`config.mk`:
```
export PLATFORM = sky130hd
export DESIGN_NAME = buf_window
export DESIGN_NICKNAME = d
export VERILOG_FILES = /design/src/rtl/buf_window_pkg.sv /design/src/rtl/bw_addr_map.sv /design/src/rtl/bw_arbiter.sv /design/src/rtl/bw_cpu_window.sv /design/src/rtl/buf_window.sv
export SDC_FILE = /design/constraint.sdc
export NUM_CORES = 1
export LEC_CHECK = 0
export BUFFER_PORTS_ARGS = -buffer_cell sky130_fd_sc_hd__buf_4
export CAP_MARGIN = 10
export CORE_UTILIZATION = 35
export CTS_CLUSTER_DIAMETER = 150
export DETAILED_ROUTE_END_ITERATION = 8
export GPL_ROUTABILITY_DRIVEN = 1
export PLACE_DENSITY_LB_ADDON = 0.3
export SLEW_MARGIN = 20
export SYNTH_ARGS = -nofsm -noshare
export SYNTH_HDL_FRONTEND = slang
export SYNTH_SLANG_ARGS = --single-unit
```
`constraint.sdc`:
```
create_clock -name clk_i -period 2.6 [get_ports clk_i]
set_clock_uncertainty 0.05 [all_clocks]
set_input_delay 0.26 -clock clk_i [delete_from_list [all_inputs] [get_ports clk_i]]
set_output_delay 0.26 -clock clk_i [all_outputs]
set_load 0.02 [all_outputs]
```
`src/rtl/buf_window_pkg.sv`:
```
package buf_window_pkg;
  localparam int unsigned CPU_DW    = 16;
  localparam int unsigned RAM_DW    = 64;
  localparam int unsigned ADDR_W    = 15;
  localparam int unsigned REG_AW    = 8;
  localparam int unsigned WIN_LO_I  = 32'h0400;
  localparam int unsigned WIN_END_I = 32'h6000;
  localparam int unsigned LANES     = RAM_DW / CPU_DW;
  localparam int unsigned LANE_W    = $clog2(LANES);
  localparam int unsigned WORD_SH   = $clog2(RAM_DW / 8);
  localparam int unsigned DEPTH     = (WIN_END_I - WIN_LO_I) >> WORD_SH;
  localparam int unsigned IDX_W     = $clog2(DEPTH);
  localparam logic [ADDR_W-1:0] WIN_LO  = ADDR_W'(WIN_LO_I);
  localparam logic [ADDR_W-1:0] WIN_END = ADDR_W'(WIN_END_I);
  localparam logic [REG_AW-1:0] REG_PTR  = 8'hC4;
  localparam logic [REG_AW-1:0] REG_DATA = 8'hC6;

  typedef struct packed {
    logic              en;
    logic              we;
    logic [IDX_W-1:0]  idx;
    logic [LANES-1:0]  be;
    logic [RAM_DW-1:0] wdata;
  } ram_req_t;

  function automatic logic in_window(input logic [ADDR_W-1:0] a);
    return (a >= WIN_LO) && (a < WIN_END);
  endfunction
endpackage

```
`src/rtl/bw_addr_map.sv`:
```
module bw_addr_map
  import buf_window_pkg::*;
(
  input  logic [ADDR_W-1:0] addr_i,
  output logic [IDX_W-1:0]  idx_o,
  output logic [LANE_W-1:0] lane_o
);
  assign idx_o  = IDX_W'((addr_i - WIN_LO) >> WORD_SH);
  assign lane_o = LANE_W'(addr_i >> 1);
endmodule

```
`src/rtl/bw_arbiter.sv`:
```
module bw_arbiter (
  input  logic clk_i,
  input  logic rst_ni,
  input  logic cpu_req_i,
  input  logic eng_req_i,
  output logic cpu_gnt_o,
  output logic eng_gnt_o
);
  logic eng_last_q;  // engine won the most recent grant

  assign cpu_gnt_o = cpu_req_i && (!eng_req_i || eng_last_q);
  assign eng_gnt_o = eng_req_i && !cpu_gnt_o;

  always_ff @(posedge clk_i or negedge rst_ni) begin
    if (!rst_ni)                     eng_last_q <= 1'b1;
    else if (cpu_gnt_o || eng_gnt_o) eng_last_q <= eng_gnt_o;
  end


  gnt_onehot_chk: assert property (@(posedge clk_i) disable iff (!rst_ni)
    !(cpu_gnt_o && eng_gnt_o));

  gnt_has_req_chk: assert property (@(posedge clk_i) disable iff (!rst_ni)
    !((cpu_gnt_o && !cpu_req_i) || (eng_gnt_o && !eng_req_i)));

  rr_to_eng_chk: assert property (@(posedge clk_i) disable iff (!rst_ni)
    (cpu_req_i && eng_req_i && cpu_gnt_o) ##1 (cpu_req_i && eng_req_i) |-> eng_gnt_o);

  rr_to_cpu_chk: assert property (@(posedge clk_i) disable iff (!rst_ni)
    (cpu_req_i && eng_req_i && eng_gnt_o) ##1 (cpu_req_i && eng_req_i) |-> cpu_gnt_o);
endmodule

```
`src/rtl/bw_cpu_window.sv`:
```
module bw_cpu_window
  import buf_window_pkg::*;
(
  input  logic              clk_i,
  input  logic              rst_ni,
  input  logic              req_i,
  input  logic              we_i,
  input  logic [REG_AW-1:0] addr_i,
  input  logic [CPU_DW-1:0] wdata_i,
  output logic              ready_o,
  output logic [CPU_DW-1:0] rdata_o,
  output logic              err_o,
  output ram_req_t          ram_req_o,
  input  logic              gnt_i,
  input  logic [RAM_DW-1:0] ram_rdata_i
);
  logic [ADDR_W-1:0] ptr_q, ptr_nxt, new_ptr;
  logic              armed_q, err_q, hold_vld_q, fetch_q;
  logic [RAM_DW-1:0] hold_q, wbuf_q, wr_word, rd_src;
  logic [LANES-1:0]  wbe_q, wr_be;
  logic [IDX_W-1:0]  cur_idx;
  logic [LANE_W-1:0] cur_lane;
  logic              is_data, is_ptr, dwr, drd, flush, last_lane, accept, new_ok;

  bw_addr_map u_map (.addr_i(ptr_q), .idx_o(cur_idx), .lane_o(cur_lane));

  assign is_data   = addr_i == REG_DATA;
  assign is_ptr    = addr_i == REG_PTR;
  assign dwr       = req_i && is_data && we_i && armed_q;
  assign drd       = req_i && is_data && !we_i && armed_q;
  assign flush     = req_i && (|wbe_q) && !dwr;  // pending lanes go out before anything else
  assign last_lane = cur_lane == LANE_W'(LANES - 1);
  assign ptr_nxt   = ptr_q + ADDR_W'(2);
  assign new_ptr   = {wdata_i[ADDR_W-1:1], 1'b0};
  assign new_ok    = in_window(new_ptr);
  assign err_o     = err_q;

  always_comb begin
    wr_word = wbuf_q;
    wr_word[cur_lane*CPU_DW +: CPU_DW] = wdata_i;
    wr_be = wbe_q | (LANES'(1) << cur_lane);
  end

  always_comb begin
    ram_req_o       = '0;
    ram_req_o.idx   = cur_idx;
    ram_req_o.be    = wbe_q;
    ram_req_o.wdata = wbuf_q;
    if (flush) begin
      ram_req_o.en = 1'b1;
      ram_req_o.we = 1'b1;
    end else if (dwr && last_lane) begin
      ram_req_o.en    = 1'b1;
      ram_req_o.we    = 1'b1;
      ram_req_o.be    = wr_be;
      ram_req_o.wdata = wr_word;
    end else if (drd && !hold_vld_q && !fetch_q) begin
      ram_req_o.en = 1'b1;
      ram_req_o.be = '1;
    end
  end

  always_comb begin
    if (!req_i || flush) ready_o = 1'b0;
    else if (dwr)        ready_o = last_lane ? gnt_i : 1'b1;
    else if (drd)        ready_o = hold_vld_q || fetch_q;
    else                 ready_o = 1'b1;
  end
  assign accept = ready_o;

  assign rd_src = hold_vld_q ? hold_q : ram_rdata_i;
  always_comb begin
    if (drd)                rdata_o = rd_src[cur_lane*CPU_DW +: CPU_DW];
    else if (is_ptr && !we_i) rdata_o = CPU_DW'(ptr_q);
    else                    rdata_o = '0;
  end

  always_ff @(posedge clk_i or negedge rst_ni) begin
    if (!rst_ni) begin
      ptr_q      <= '0;
      armed_q    <= 1'b0;
      err_q      <= 1'b0;
      hold_vld_q <= 1'b0;
      fetch_q    <= 1'b0;
      hold_q     <= '0;
      wbuf_q     <= '0;
      wbe_q      <= '0;
    end else begin
      fetch_q <= ram_req_o.en && !ram_req_o.we && gnt_i;
      if (flush && gnt_i) wbe_q <= '0;
      if (accept) begin
        if (dwr) begin
          wbuf_q[cur_lane*CPU_DW +: CPU_DW] <= wdata_i;
          wbe_q      <= last_lane ? '0 : wr_be;
          hold_vld_q <= 1'b0;
          ptr_q      <= ptr_nxt;
          if (ptr_nxt == WIN_END) armed_q <= 1'b0;
        end else if (drd) begin
          if (fetch_q) hold_q <= ram_rdata_i;
          hold_vld_q <= !last_lane;
          ptr_q      <= ptr_nxt;
          if (ptr_nxt == WIN_END) armed_q <= 1'b0;
        end else if (!is_data) begin
          hold_vld_q <= 1'b0;
          if (is_ptr && we_i) begin
            ptr_q   <= new_ptr;
            armed_q <= new_ok;
            err_q   <= !new_ok;
          end else begin
            armed_q <= 1'b0;
          end
        end
      end
    end
  end


  err_quiet_chk: assert property (@(posedge clk_i) disable iff (!rst_ni)
    err_q |-> !ram_req_o.en);

  ptr_step_chk: assert property (@(posedge clk_i) disable iff (!rst_ni)
    (accept && is_data && armed_q) |=> ptr_q == ADDR_W'($past(ptr_q) + ADDR_W'(2)));

  burst_end_chk: assert property (@(posedge clk_i) disable iff (!rst_ni)
    (accept && !is_data && !(is_ptr && we_i)) |=> !armed_q);

  stall_chk: assert property (@(posedge clk_i) disable iff (!rst_ni)
    (ram_req_o.en && !gnt_i) |-> !ready_o);

  idx_range_chk: assert property (@(posedge clk_i) disable iff (!rst_ni)
    ram_req_o.en |-> ram_req_o.idx < IDX_W'(DEPTH));
endmodule

```
`src/rtl/buf_window.sv`:
```
module buf_window
  import buf_window_pkg::*;
(
  input  logic              clk_i,
  input  logic              rst_ni,
  input  logic              cpu_req_i,
  input  logic              cpu_we_i,
  input  logic [REG_AW-1:0] cpu_addr_i,
  input  logic [CPU_DW-1:0] cpu_wdata_i,
  output logic              cpu_ready_o,
  output logic [CPU_DW-1:0] cpu_rdata_o,
  output logic              cpu_err_o,
  input  logic              eng_req_i,
  input  logic              eng_we_i,
  input  logic [IDX_W-1:0]  eng_idx_i,
  input  logic [LANES-1:0]  eng_be_i,
  input  logic [RAM_DW-1:0] eng_wdata_i,
  output logic              eng_gnt_o,
  output logic [RAM_DW-1:0] eng_rdata_o,
  output logic              ram_en_o,
  output logic              ram_we_o,
  output logic [IDX_W-1:0]  ram_idx_o,
  output logic [LANES-1:0]  ram_be_o,
  output logic [RAM_DW-1:0] ram_wdata_o,
  input  logic [RAM_DW-1:0] ram_rdata_i
);
  ram_req_t cpu_ram, ram_sel;
  logic     cpu_gnt, eng_gnt;

  bw_cpu_window u_cpu (
    .clk_i, .rst_ni,
    .req_i(cpu_req_i), .we_i(cpu_we_i), .addr_i(cpu_addr_i), .wdata_i(cpu_wdata_i),
    .ready_o(cpu_ready_o), .rdata_o(cpu_rdata_o), .err_o(cpu_err_o),
    .ram_req_o(cpu_ram), .gnt_i(cpu_gnt), .ram_rdata_i(ram_rdata_i)
  );

  bw_arbiter u_arb (
    .clk_i, .rst_ni,
    .cpu_req_i(cpu_ram.en), .eng_req_i(eng_req_i),
    .cpu_gnt_o(cpu_gnt), .eng_gnt_o(eng_gnt)
  );

  always_comb begin
    ram_sel = cpu_ram;
    if (eng_gnt) begin
      ram_sel.we    = eng_we_i;
      ram_sel.idx   = eng_idx_i;
      ram_sel.be    = eng_be_i;
      ram_sel.wdata = eng_wdata_i;
    end
    ram_sel.en = cpu_gnt || eng_gnt;
  end

  assign ram_en_o    = ram_sel.en;
  assign ram_we_o    = ram_sel.we;
  assign ram_idx_o   = ram_sel.idx;
  assign ram_be_o    = ram_sel.be;
  assign ram_wdata_o = ram_sel.wdata;
  assign eng_gnt_o   = eng_gnt;
  assign eng_rdata_o = ram_rdata_i;
endmodule

```
Word level (Yosys, flattened, before mapping)
Cells that the tools add are included. W data, S select, Z words.

Bits in registers: 152. Bits of input ports: 174. Logic and storage cells: 99.

Add/sub/neg operators: 3. Magnitude comparators: 2. Eq/ne operators: 5. Shift operators: 4. Multiplexer cells: 33. Bitwise operators: 4. Reduce and logical (&&, ||, !) cells: 39.

Operators by type and width (count): $mux W64 (2); $mux W81 (1); $mux W15 (5); $mux W68 (1); $bwmux W64 (1); $shift A16 B34 Y64 const A (1); $shiftx A16 B34 Y64 (1); $shiftx A64 B7 Y16 (1); $neg A6 Y34 (1); $mux W4 (6); $logic_and A1 B1 Y1 (18); $eq A8 B8 Y1 const B (2); $mux W16 (1); $add A15 B2 Y15 const B (1); $eq A15 B15 Y1 const B (1); $ge A15 B11 Y1 const B (1); $lt A15 B15 Y1 const B (1); $mux W1 (15); $sub A15 B11 Y15 const B (1); $logic_not A1 Y1 (10); $reduce_and A5 Y1 (1); $logic_or A1 B1 Y1 (4); $or A4 B4 Y4 (1); $reduce_and A2 Y1 (2); 9 further kinds (11).

Longest topological paths before layout
Gate-level depths: netlist (run 1).

Depth after elaboration: 14. Mapped depth: 10. Gate-level depth less buffers: 7.

Hierarchy
Synthesis (run 1) repeated with hierarchy kept, for this count alone.

Cells, all modules: 896. Area, all modules: 10301.1 µm².

Modules (own cells, without submodules): bw_cpu_window (instances 1, cells each 717, area each 8240.4 µm², sequential area each 3753.6 µm²); buf_window (instances 1, cells each 155, area each 1866.8 µm², sequential area each 0.0 µm²); bw_addr_map (instances 1, cells each 18, area each 140.1 µm², sequential area each 0.0 µm²); bw_arbiter (instances 1, cells each 6, area each 53.8 µm², sequential area each 26.3 µm²).

Worst setup path before layout (run 1)
Ideal clock, no wire load.

Path type: register -> output. Start: register u_cpu.ptr_q[2]. End: output ram_wdata_o[14]. Arrival time: 2673 ps. Data required time: 2290 ps. Slack: -383 ps. Cell stages (with the launch flop): 11. Cell sequence: dfrtp_1 clkbuf_1 inv_2 buf_1 ha_1 inv_1 nand4_1 nor2_2 buf_2 a22oi_1 a21oi_1.

Word-level cells in the longest chain between the ends: 8.

RTL lines: start, declared (line bw_cpu_window.sv:17) `logic [ADDR_W-1:0] ptr_q, ptr_nxt, new_ptr;`; start signal, assigned (line bw_cpu_window.sv:96) `ptr_q <= ptr_nxt;`; start signal, assigned (line bw_cpu_window.sv:101) `ptr_q <= ptr_nxt;`; start signal, assigned (line bw_cpu_window.sv:106) `ptr_q <= new_ptr;`; parallel branches: the longest is 7 deep, another holds $neg A6 Y34; $mux W81 (*) (line buf_window.sv:45) `if (eng_gnt) begin`; end, declared (line buf_window.sv:24) `output logic [RAM_DW-1:0] ram_wdata_o,`.

Mark *: on every way between the ends.

Worst setup path in the final report (run 1)
Start: register u_cpu.hold_vld_q. End: output ram_idx_o[9].

Word-level cells in the longest chain between the ends: 10.

RTL lines: start, declared (line bw_cpu_window.sv:18) `logic armed_q, err_q, hold_vld_q, fetch_q;`; start signal, assigned (line bw_cpu_window.sv:100) `hold_vld_q <= !last_lane;`; $logic_not A1 Y1 (line bw_cpu_window.sv:57) `end else if (drd && !hold_vld_q && !fetch_q) begin`; $logic_and A1 B1 Y1 (2 in a row) (line bw_cpu_window.sv:57); $mux W1 (line bw_cpu_window.sv:57); $mux W1 (line bw_cpu_window.sv:52) `end else if (dwr && last_lane) begin`; $mux W2 (line bw_cpu_window.sv:49) `if (flush) begin`; $logic_and A1 B1 Y1 (line bw_arbiter.sv:11) `assign cpu_gnt_o = cpu_req_i && (!eng_req_i || eng_last_q);`; $logic_not A1 Y1 (line bw_arbiter.sv:12) `assign eng_gnt_o = eng_req_i && !cpu_gnt_o;`; $logic_and A1 B1 Y1 (line bw_arbiter.sv:12); $mux W81 (line buf_window.sv:45); end, declared (line buf_window.sv:22) `output logic [IDX_W-1:0] ram_idx_o,`.

Every way passes these cells.

==> out/metrics.sh, run 1 <==
RUN_STATUS='finished, violations left'
VIOLATIONS='negative setup slack'
FINAL.FILL_COUNT=2540
SYN-INSTANCE-COUNT=953
SYNTH_SIMPLE_GATE_AREA_SHARE_PCT=11.16
ANTENNA_CELLS_INSERTED=0
FINAL_MIN_PERIOD_OVER_CLOCK_PERIOD_PCT=111.7
ROUTEDWLPERCELL_UM=20.10
TIMING_WORST_SETUP_PATH_TYPE='reg -> out'
POSTSYNTH.TOPFLOPCELL='dfrtp_1'
RSZ0062_AT_GRT='yes'
NUM_ROWS=60
HOLD_PATH_DEPTH=2
CORE-AREA_UM2=26880
UTILIZATION_PCT=49.59
YOSYS_REGISTER_BITS=151
CRITICAL_PATH.MAX_FANOUT=20
SYN_AREA_UM2=9560
CRIT_PATH_END_KIND='output port'
REMAINING_DRC_ERRORS=0
GRT_ANTENNA_BEFORE_REPAIR=0
MAX_SLEW.WORST_PIN.SLEW_PS=620.5
WORST_SETUP_PATH_START_KIND='flip-flop'
INITIAL_UTILIZATION_PCT=35.57
HOLD_WS_PS=27.48
PEAK_SUPPLY_DROP_V=0.0003728
TIMING_HOLD_VIOLATIONS_FINAL=0
FP.DIEW_UM=167.3
TOTAL_LEAKAGE_POWER_nW=6.260
TIMING.FINAL.CRIT_PERIOD_PS=2904
WORSTHOLDENDPOINT='u_cpu.hold_q[31]'
TOTALWIRELENGTH_MM=32.10
MAX_SLEW_MARGIN_PCT=58.63
VIAS_PER_CELL=5.530
SYN_AVG_CELL_AREA_UM2=10.03
VIAS_AFTER_DETAILED_ROUTING=8832
TRITONCTS.NUM_BUFFERS=17
MOST-COMMON-LAYOUT-CELLS='buf_4 (388), dfrtp_1 (148), nor2_1 (91)'
CHIPHEIGHT_UM=167.3
GRT_FIRST_PASS_WIRELENGTH_MM=49.14
POST_SYNTH_NUM_CELL_TYPES=58
TIMING.REG2REG.WORST_PATH_DEPTH=7
GRT_UTIL_ALL_LAYERS_PCT=22.83
GRT_START_MAX_NET_PINS=65
FINALWEIGHTEDCONGESTION=0.8224
MAXCLOCKFREQUENCY_MHz=344.4
CLOCK_PATH_BUFFERS=2
TIMING_MAX_TRANSITION_VIOLATIONS_FINAL=0
PLACEDINSTANCEAREA_UM2=12320
TRITONCTS_CLOCK_TREE='done'
CRIT_REQUIRED_PS=2290
NUMBER_OF_FLOPS_MAPPED_TO_ENABLE_CELLS_BY_YOSYS=0
H-TREE-DEPTH=4
SYNTH_FP_NETS=1137
SYNTH_XOR_AREA_SHARE_PCT=0.2748
FINAL_NETS=1427
HOLD_START='ram_rdata_i[31]'
DESIGN_POWER_TOTAL_mW=6.489
DP_SLACK_PS=8.392
CTS.ROOT.BUFFER_CELL='clkbuf_16'
LEADING_CELL_TYPE_IN_THE_LAYOUT_FILL_AND_TAPS_EXCLUDED='buf_4'
SYNTHESIS.YOSYS.WARNINGS=0
FINAL_LAYOUT_SIZE_SUFFIX_GT1_SHARE_PCT=49.04
FINALINSTANCEAREA_UM2=13330
PORT_BUFFERS=338
REG2REG_SLACK_PS=280
FINALSETUPVIOLCOUNT=92
MAX_CAP_VIOLATIONS=0
CLK-INSERTION-DELAY-LATE_PS=420
WORSTREG2REGEND='u_cpu.armed_q'
CLKTRANSATPATHREGS_PS=70
YS_SEQ_AREA_SHARE_PCT=39.54
SYNTH_ASYNC_SR_FLOP_SHARE_PCT=100.0
SYN_TO_FINAL_GROWTH_PCT=39.41
HPWL_DP_MM=23.06
SYNTH_TOP_FAMILY_BY_AREA='compound AO/OA/AOI/OAI gates'
NUM_IO_PINS=339
ANTENNA_LEFT=0
RR_STARTPOINT='u_cpu.ptr_q[1]'
FIRST_ITER_VIOLATIONS=635
WORSTHOLDPATHTYPE='in -> reg'
GRT_TOTAL_OVFL=0
COMPOUND_GATE_FRACTION_OF_SYNTH_AREA_PCT=20.44
WORST_EP_ARRIVAL_TIME_PS=2590
POST_SYNTH_MUX_AREA_SHARE_PCT=17.38
DRT-PASS1-ITER-COUNT=7
LAYOUT_SETUP_WS_PS=-303.7
GRT_PASS1_VIAS=8542
CTS_SINKS=151
SYNTH_FA_HA_AREA_SHARE_PCT=1.309
POWERDENSITY_nW_PER_UM2=486.8
DIE_AREA_UM2=27980
-- worst max-delay path by stage --
stage | to | cells after the start | startpoint
CTS | ram_idx_o[9] | 8 | u_cpu.hold_vld_q
finish | ram_idx_o[9] | 8 | u_cpu.hold_vld_q
floorplan | ram_wdata_o[14] | 10 | u_cpu.ptr_q[2]
global route | ram_wdata_o[25] | 9 | u_cpu.hold_vld_q
global placement | ram_wdata_o[44] | 10 | cpu_addr_i[4]
detailed placement | ram_idx_o[9] | 10 | cpu_addr_i[0]
-- synth_stat cells (3+ instances only) --
cell / number / area, um^2
clkbuf_1: 27 / 101.4
and3_1: 4 / 25.02
nor2_1: 98 / 367.9
and2_1: 5 / 31.28
buf_4: 75 / 563.0
nand2_1: 50 / 187.7
a22o_1: 65 / 569.3
nand2b_1: 6 / 37.54
a21o_1: 4 / 30.03
mux4_2: 32 / 720.7
buf_2: 24 / 120.1
buf_1: 15 / 56.30
buf_6: 5 / 56.30
a311oi_1: 5 / 43.79
nor2b_1: 3 / 18.77
nor2_2: 8 / 50.05
a22oi_1: 65 / 488.0
mux2_1: 6 / 67.56
nand3_1: 15 / 75.07
ha_1: 10 / 125.1
nor3_1: 7 / 35.03
dfrtp_1: 150 / 3754
a21oi_1: 88 / 440.4
o21ai_0: 38 / 190.2
xnor2_1: 3 / 26.28
nand4b_1: 3 / 26.28
and4_1: 3 / 26.28
mux2i_1: 13 / 130.1
nand4_1: 7 / 43.79
a31oi_1: 6 / 37.54
mux2_2: 66 / 743.2
inv_1: 12 / 45.04
-- routing by layer --
layer	routed length [um]	global-route usage (%)	part of all wire [%]	vias up
met4	489	6.223	1.5	0
met3	2129	3.734	6.6	24
met5	0	0	0	-
met1	13680	30.10	43	4365
met2	15800	38.77	49	397
li1	-	-	-	4046
-- power by group --
part	leakage [nW]	switching (mW)	internal [mW]	total, mW
Clock	0.292	1.17	1.40	2.57
Combinational	3.87	0.800	0.714	1.51
Sequential	2.10	0.0316	2.37	2.40
Total	6.26	2.00	4.48	6.49
-- flip-flops by register name (all words and copies together), names as in the netlist --
signal and count:
u_cpu.wbuf_q 64, u_cpu.fetch_q 1, u_cpu.hold_q 64, u_cpu.wbe_q 4, u_cpu.hold_vld_q 1, u_arb.eng_last_q 1, u_cpu.armed_q 1, u_cpu.err_o 1
u_cpu.ptr_q 14
-- what timing repair did --
action | CTS | global route
endpoints found under the setup margin | 97 | 97
hold endpoints to repair | 58 | 0
setup buffers | 8 | 0
gates resized for setup | 34 | 18
gates cloned | 3 | 2
pin swaps | 1 | 0
hold buffers | 1 | 0
-- cell families (layout without fill, tap and decap cells) --
kind of cell	count (synthesis)	after routing
flops	151	151
mux	117	117
simple gates	225	225
buf+inv	159	462
fa+ha+maj	10	10
xor+xnor	3	3
compound gates	288	288
-- final cells by class --
| cell class | count | area, um^2 | share of cell area (%) |
|---|---|---|---|
| Timing Repair Buffer | 417 | 3413 | 25.61 |
| Inverter | 13 | 57.56 | 0.4318 |
| Sequential cell | 151 | 3782 | 28.38 |
| Multi-Input combinational cell | 643 | 5054 | 37.92 |
| Clock inverter | 14 | 155.1 | 1.164 |
| Clock buffer | 18 | 439.2 | 3.295 |
| Tap cell | 341 | 426.7 | 3.201 |
-- critical path, cell delays in order, from the launching register on --
cell and delay (ps):
dfrtp_2 410, or3_4 390, a2111oi_4 310, a21oi_2 90
o21ai_4 200, buf_12 180, bufbuf_16 330, a21oi_1 80
buf_4 160
-- per-stage QoR --
stage	std cells	TNS, ps
after CTS	1595	-24840
after global routing	1597	-32100
final	1597	-21420
after floorplan	953	0
after detailed placement	1551	0
after global placement	1551	0
Note: power is estimated with default switching activity, not from simulation.
==> run 2: changes to the inputs <==
--- a/config.mk
+++ b/config.mk
@@ -12,7 +12,7 @@
 export DETAILED_ROUTE_END_ITERATION = 8
 export GPL_ROUTABILITY_DRIVEN = 1
 export PLACE_DENSITY_LB_ADDON = 0.3
-export SLEW_MARGIN = 20
+export SLEW_MARGIN = 10
 export SYNTH_ARGS = -nofsm -noshare
 export SYNTH_HDL_FRONTEND = slang
 export SYNTH_SLANG_ARGS = --single-unit
==> constraint.sdc (replaced) <==
create_clock -name clk_i -period 2.6 [get_ports clk_i]
set_clock_uncertainty 0.05 [all_clocks]
set_input_delay 0.26 -clock clk_i [delete_from_list [all_inputs] [get_ports clk_i]]
set_output_delay 0.26 -clock clk_i [all_outputs]
set_load 0.1 [all_outputs]
==> run 2 against run 1 <==
The flow still finishes with violations (negative setup slack). Setup slack lost 110 ps. Final cell count rose by 4.5%. Critical path depth increased by 1. First-iteration DRC count shrank 17%. Non-clock buffer count rose by 72. Register-to-register slack worse by 100 ps. Critical path type unchanged.
==> out/metrics.sh, run 2 (synthesis results as in run 1) <==
VIAS_AFTER_DETAILED_ROUTING=9394
PEAK_SUPPLY_DROP_V=0.0003907
CTS_SINKS=151
MAX_SLEW.WORST_PIN.SLEW_PS=628.5
MAX_CAP_VIOLATIONS=0
CLKTRANSATPATHREGS_PS=70
FIN_CELLS=1669
NUM_ROWS=60
POWERDENSITY_nW_PER_UM2=526.6
MAXCLOCKFREQUENCY_MHz=331.5
GRT_TOTAL_OVFL=0
FINAL_MIN_PERIOD_OVER_CLOCK_PERIOD_PCT=116.0
FIRST_ITER_VIOLATIONS=528
TIMING_WORST_SETUP_PATH_TYPE='reg -> out'
CLOCK_PATH_BUFFERS=2
SYN_TO_FINAL_GROWTH_PCT=71.46
GRT_FIRST_PASS_WIRELENGTH_MM=53.78
HOLD_START='ram_rdata_i[24]'
MOST-COMMON-LAYOUT-CELLS='buf_4 (342), dfrtp_1 (148), buf_12 (106)'
ROUTEDWLPERCELL_UM=22.34
GRT_PASS1_VIAS=9288
CORE-AREA_UM2=26880
PORT_BUFFERS=338
RUN_STATUS='finished, violations left'
HPWL_DP_MM=24.25
FINAL_NETS=1499
GRT_UTIL_ALL_LAYERS_PCT=25.05
TIMING.REG2REG.WORST_PATH_DEPTH=8
HOLD_WS_PS=22.79
VIAS_PER_CELL=5.629
H-TREE-DEPTH=4
HOLD_PATH_DEPTH=2
RSZ0062_AT_GRT='yes'
WORSTREG2REGEND='u_cpu.armed_q'
CLK-INSERTION-DELAY-LATE_PS=430
TOTALNEGATIVESETUPSLACK_PS=-28860
DRT-PASS1-ITER-COUNT=5
FINALWEIGHTEDCONGESTION=0.8709
TIMING_MAX_TRANSITION_VIOLATIONS_FINAL=0
REMAINING_DRC_ERRORS=0
TIMING.FINAL.CRIT_PERIOD_PS=3017
NUMPLACEDINSTANCES=1598
WORST_SETUP_PATH_START_KIND='flip-flop'
BIGGESTREGSBYFLOPS='u_cpu.hold_q x64, u_cpu.wbuf_q x64, u_cpu.ptr_q x14'
TRITONCTS.NUM_BUFFERS=17
TOTAL_LEAKAGE_POWER_nW=7.202
RR_STARTPOINT='u_cpu.ptr_q[1]'
FINAL_LAYOUT_SIZE_SUFFIX_GT1_SHARE_PCT=59.56
NUM_IO_PINS=339
FINALSETUPVIOLCOUNT=82
WORST_EP_ARRIVAL_TIME_PS=2710
GRT_START_MAX_NET_PINS=65
FP.DIEW_UM=167.3
CTS.ROOT.BUFFER_CELL='clkbuf_16'
DP_SLACK_PS=-72.56
TIMING_HOLD_VIOLATIONS_FINAL=0
GRT_ANTENNA_BEFORE_REPAIR=0
LAYOUT_SETUP_WS_PS=-416.5
WORSTHOLDPATHTYPE='in -> reg'
CRITICAL_PATH.MAX_FANOUT=6
CRIT_PATH_END_KIND='output port'
VIOLATIONS='negative setup slack'
WORSTHOLDENDPOINT='u_cpu.hold_q[24]'
CHIPHEIGHT_UM=167.3
REG2REG_SLACK_PS=180
TRITONCTS_CLOCK_TREE='done'
ANTENNA_LEFT=0
PLACEDINSTANCEAREA_UM2=13720
ANTENNA_CELLS_INSERTED=0
MAX_SLEW_MARGIN_PCT=58.10
TOTALWIRELENGTH_MM=37.28
DIE_AREA_UM2=27980
FINALINSTANCEAREA_UM2=16390
INITIAL_UTILIZATION_PCT=35.57
CRIT_REQUIRED_PS=2290
LEADING_CELL_TYPE_IN_THE_LAYOUT_FILL_AND_TAPS_EXCLUDED='buf_4'
## run 2: changes by cell type in the layout (fill, tap and decap cells not counted), sizes merged
cell      change
bufbuf        -1
clkinv        +6
buf          +66
bufinv        -1
clkinvlp      -1
clkbuf        +7
inv           -4
## run 2: area by class of cell
class	instances	area [um^2]
Multi-Input combinational cell	643	6196
Clock inverter	14	175.2
Sequential cell	151	3782
Timing Repair Buffer	489	5315
Clock buffer	18	439.2
Fill cell	2114	10480
Inverter	13	57.56
Tap cell	341	426.7
## run 2: report_power, final
| group | switching, mW | internal [mW] |
|---|---|---|
| combinational | 2.35 | 1.34 |
| clock | 1.21 | 1.33 |
| sequential | 0.0304 | 2.37 |
## run 2: how the worst max path moves through the flow
stage | startpoint | slack, ps | end
floorplan | cpu_addr_i[0] | -390 | cpu_rdata_o[1]
global placement | cpu_addr_i[0] | -50 | ram_be_o[1]
detailed placement | cpu_addr_i[0] | -70 | ram_be_o[1]
CTS | u_cpu.hold_vld_q | -390 | ram_idx_o[0]
global route | u_cpu.ptr_q[1] | -500 | ram_idx_o[5]
finish | u_cpu.hold_vld_q | -420 | ram_idx_o[5]
## run 2: worst max-delay path, stage by stage (launching register included)
cell and delay (ps):
dfrtp_2 410, or3_4 390, a2111oi_4 310, a21oi_2 90, o21ai_4 150, buf_12 150
buf_12 140, buf_12 130, mux2_4 330, buf_12 170
## run 2: timing repair
item,in CTS,in global routing
endpoints found under the hold margin,60,0
hold buffers,1,0
pin swaps,1,3
setup buffers,12,16
endpoints found under the setup margin,98,99
gates cloned,1,10
gates resized for setup,278,104
## run 2: metal layers
| metal | wire length, um | vias to the layer above | part of all wire (%) | track usage, % |
|---|---|---|---|---|
| met5 | 0 | - | 0 | 0 |
| met4 | 1087 | 0 | 2.9 | 6.821 |
| li1 | - | 4192 | - | - |
| met3 | 2546 | 55 | 6.8 | 4.420 |
| met2 | 19250 | 467 | 52 | 44.84 |
| met1 | 14400 | 4680 | 39 | 30.90 |
## run 2: stage by stage
stage	util, %	total power, mW
2_1_floorplan	-	4.658
3_3_place_gp	51.07	5.378
3_5_place_dp	51.07	5.398
4_1_cts	57.97	8.445
5_1_grt	60.99	8.907
6_report	60.99	8.632
==> run 3: changes to the inputs <==
--- a/config.mk
+++ b/config.mk
@@ -8,6 +8,7 @@
 export BUFFER_PORTS_ARGS = -buffer_cell sky130_fd_sc_hd__buf_4
 export CAP_MARGIN = 10
 export CORE_UTILIZATION = 35
+export CTS_BUF_LIST = sky130_fd_sc_hd__clkbuf_16
 export CTS_CLUSTER_DIAMETER = 150
 export DETAILED_ROUTE_END_ITERATION = 8
 export GPL_ROUTABILITY_DRIVEN = 1
==> run 3 against run 2 <==
The flow still finishes with violations (negative setup slack). Die area did not move. Setup slack hardly changed. Core utilization about the same. Sequential share of layout area about the same. Final area is essentially flat. Critical path depth unchanged. Maximum frequency hardly changed. First-iteration DRC count is 2.5% lower. Largest cell class unchanged. Non-clock buffer count did not move. Clock power about the same. Worst hold slack better by 2.7 ps.
==> out/metrics.sh, run 3 (synthesis results as in run 1) <==
FINAL_MIN_PERIOD_OVER_CLOCK_PERIOD_PCT=116.0
UTILIZATION_PCT=60.95
CTS_SINKS=151
FINAL.FILL_COUNT=2115
TOTAL_AREA_OF_MULTI_INPUT_COMBINATIONAL_CELLS_UM2=6196
VIOLATIONS='negative setup slack'
SYN_TO_FINAL_GROWTH_PCT=71.35
REG2REG_SLACK_PS=190
FINAL_LAYOUT_SIZE_SUFFIX_GT1_SHARE_PCT=59.49
CRITICAL_PATH.MAX_FANOUT=6
RUN_STATUS='finished, violations left'
ANTENNA_LEFT=0
CTS.ROOT.BUFFER_CELL='clkbuf_16'
WORST_EP_ARRIVAL_TIME_PS=2710
TOTAL_LEAKAGE_POWER_nW=7.196
DIE_AREA_UM2=27980
MAX_SLEW_MARGIN_PCT=58.20
POWER.SWITCHING_FRACTION_PCT=41.73
POWER_FRAC_COMB_PCT=42.9
TRITONCTS_CLOCK_TREE='done'
FIN_CELLS=1669
CLKTRANSATPATHREGS_PS=80
MAX_SLEW.WORST_PIN.SLEW_PS=627.1
MAX_CAP_VIOLATIONS=0
PLACEDINSTANCEAREA_UM2=13720
SEQUENTIALPOWERSHARE_PCT=27.9
DP_SLACK_PS=-72.56
TIMING_MAX_TRANSITION_VIOLATIONS_FINAL=0
LEADING_CELL_TYPE_IN_THE_LAYOUT_FILL_AND_TAPS_EXCLUDED='buf_4'
TRITONCTS.NUM_BUFFERS=17
FINAL-SEQ-AREA_UM2=3782
NUM_ROWS=60
HPWL_DP_MM=24.25
FINALSETUPVIOLCOUNT=82
PORT_BUFFERS=338
NUM_IO_PINS=339
GRT_FIRST_PASS_WIRELENGTH_MM=53.77
GRT_UTIL_ALL_LAYERS_PCT=25.05
FIRST_ITER_VIOLATIONS=515
CLOCK_PATH_BUFFERS=2
TOTALWIRELENGTH_MM=37.38
MOST-COMMON-LAYOUT-CELLS='buf_4 (342), dfrtp_1 (148), buf_12 (106)'
GRT_START_MAX_NET_PINS=65
CLK-INSERTION-DELAY-LATE_PS=430
WORSTHOLDPATHTYPE='in -> reg'
TIMING_HOLD_VIOLATIONS_FINAL=0
RSZ0062_AT_GRT='yes'
PEAK_SUPPLY_DROP_V=0.0003864
TIMING.FINAL.CRIT_PERIOD_PS=3017
POWER.SHARE.CLOCK_PCT=29.2
REMAINING_DRC_ERRORS=0
ANTENNA_CELLS_INSERTED=0
LAYOUT_SETUP_WS_PS=-416.8
TOTALNEGATIVESETUPSLACK_PS=-28830
GRT_ANTENNA_BEFORE_REPAIR=0
DESIGN_POWER_TOTAL_mW=8.601
POWERDENSITY_nW_PER_UM2=525.0
HOLD_WS_PS=25.52
INTERNAL_POWER_mW=5.012
FINAL_NETS=1499
H-TREE-DEPTH=4
NUMPLACEDINSTANCES=1598
TIMING_WORST_SETUP_PATH_TYPE='reg -> out'
BIGGESTREGSBYFLOPS='u_cpu.hold_q x64, u_cpu.wbuf_q x64, u_cpu.ptr_q x14'
CORE-AREA_UM2=26880
MAXCLOCKFREQUENCY_MHz=331.5
POWER.SWITCHING_mW=3.589
VIAS_AFTER_DETAILED_ROUTING=9377
GRT_TOTAL_OVFL=0
CRIT_PATH_END_KIND='output port'
FINALINSTANCEAREA_UM2=16380
INITIAL_UTILIZATION_PCT=35.57
GRT_PASS1_VIAS=9291
CRIT_REQUIRED_PS=2290
FINALWEIGHTEDCONGESTION=0.8709
CHIPHEIGHT_UM=167.3
FP.DIEW_UM=167.3
WORST_SETUP_PATH_START_KIND='flip-flop'
DRT-PASS1-ITER-COUNT=5
ROUTEDWLPERCELL_UM=22.40
VIAS_PER_CELL=5.618
[run 3: critical path: stages, from the launching register on]
cell and delay (ps):
dfrtp_2 410, or3_4 390, a2111oi_4 310, a21oi_2 90
o21ai_4 150, buf_12 150, buf_12 140, buf_12 130
mux2_4 330, buf_12 170
[run 3: timing repair]
action                                 in CTS  in global routing
resized for setup                         278                104
endpoints found under the hold margin      60                  0
hold buffers                                1                  0
setup endpoints to repair                  98                 99
pin swaps                                   1                  3
setup buffers                              12                 16
gates cloned                                1                 10
[run 3: layout make-up]
type                       count  area share, %
tap                          341          2.604
multi-input combinational    643          37.82
timing repair buffer         489          32.44
clock buffer                  17          2.597
clock inverter                15          1.092
sequential                   151          23.09
inverter                      13         0.3513
[run 3: power by group through the flow]
| stage | Combinational, mW | Clock (mW) | Sequential (mW) |
|---|---|---|---|
| final | 3.69 | 2.51 | 2.40 |
| after global routing | 3.79 | 2.67 | 2.41 |
| after CTS | 3.45 | 2.56 | 2.40 |
| after detailed placement | 2.95 | 0 | 2.45 |
| after global placement | 2.93 | 0 | 2.45 |
| after floorplan | 2.22 | 0 | 2.43 |
[run 3: path summary, 6_finish.rpt]
kind,startpoint,to,depth (start not counted)
max,u_cpu.hold_vld_q,ram_idx_o[5],9
min,ram_rdata_i[16],u_cpu.hold_q[16],2
max reg2reg,u_cpu.ptr_q[1],u_cpu.armed_q,8
min reg2reg,u_cpu.hold_q[51],u_cpu.hold_q[51],1
max in group asynchronous,rst_ni,u_cpu.hold_vld_q,3
min in group asynchronous,rst_ni,u_cpu.wbuf_q[52],2
[run 3: layer usage]
metal | wire [um] | part of all wire (%) | GRT usage (%) | vias to the layer above
li1 | - | - | - | 4195
met1 | 14510 | 39 | 30.90 | 4673
met2 | 19320 | 52 | 44.84 | 455
met3 | 2463 | 6.6 | 4.420 | 54
met4 | 1091 | 2.9 | 6.821 | 0
met5 | 0 | 0 | 0 | -
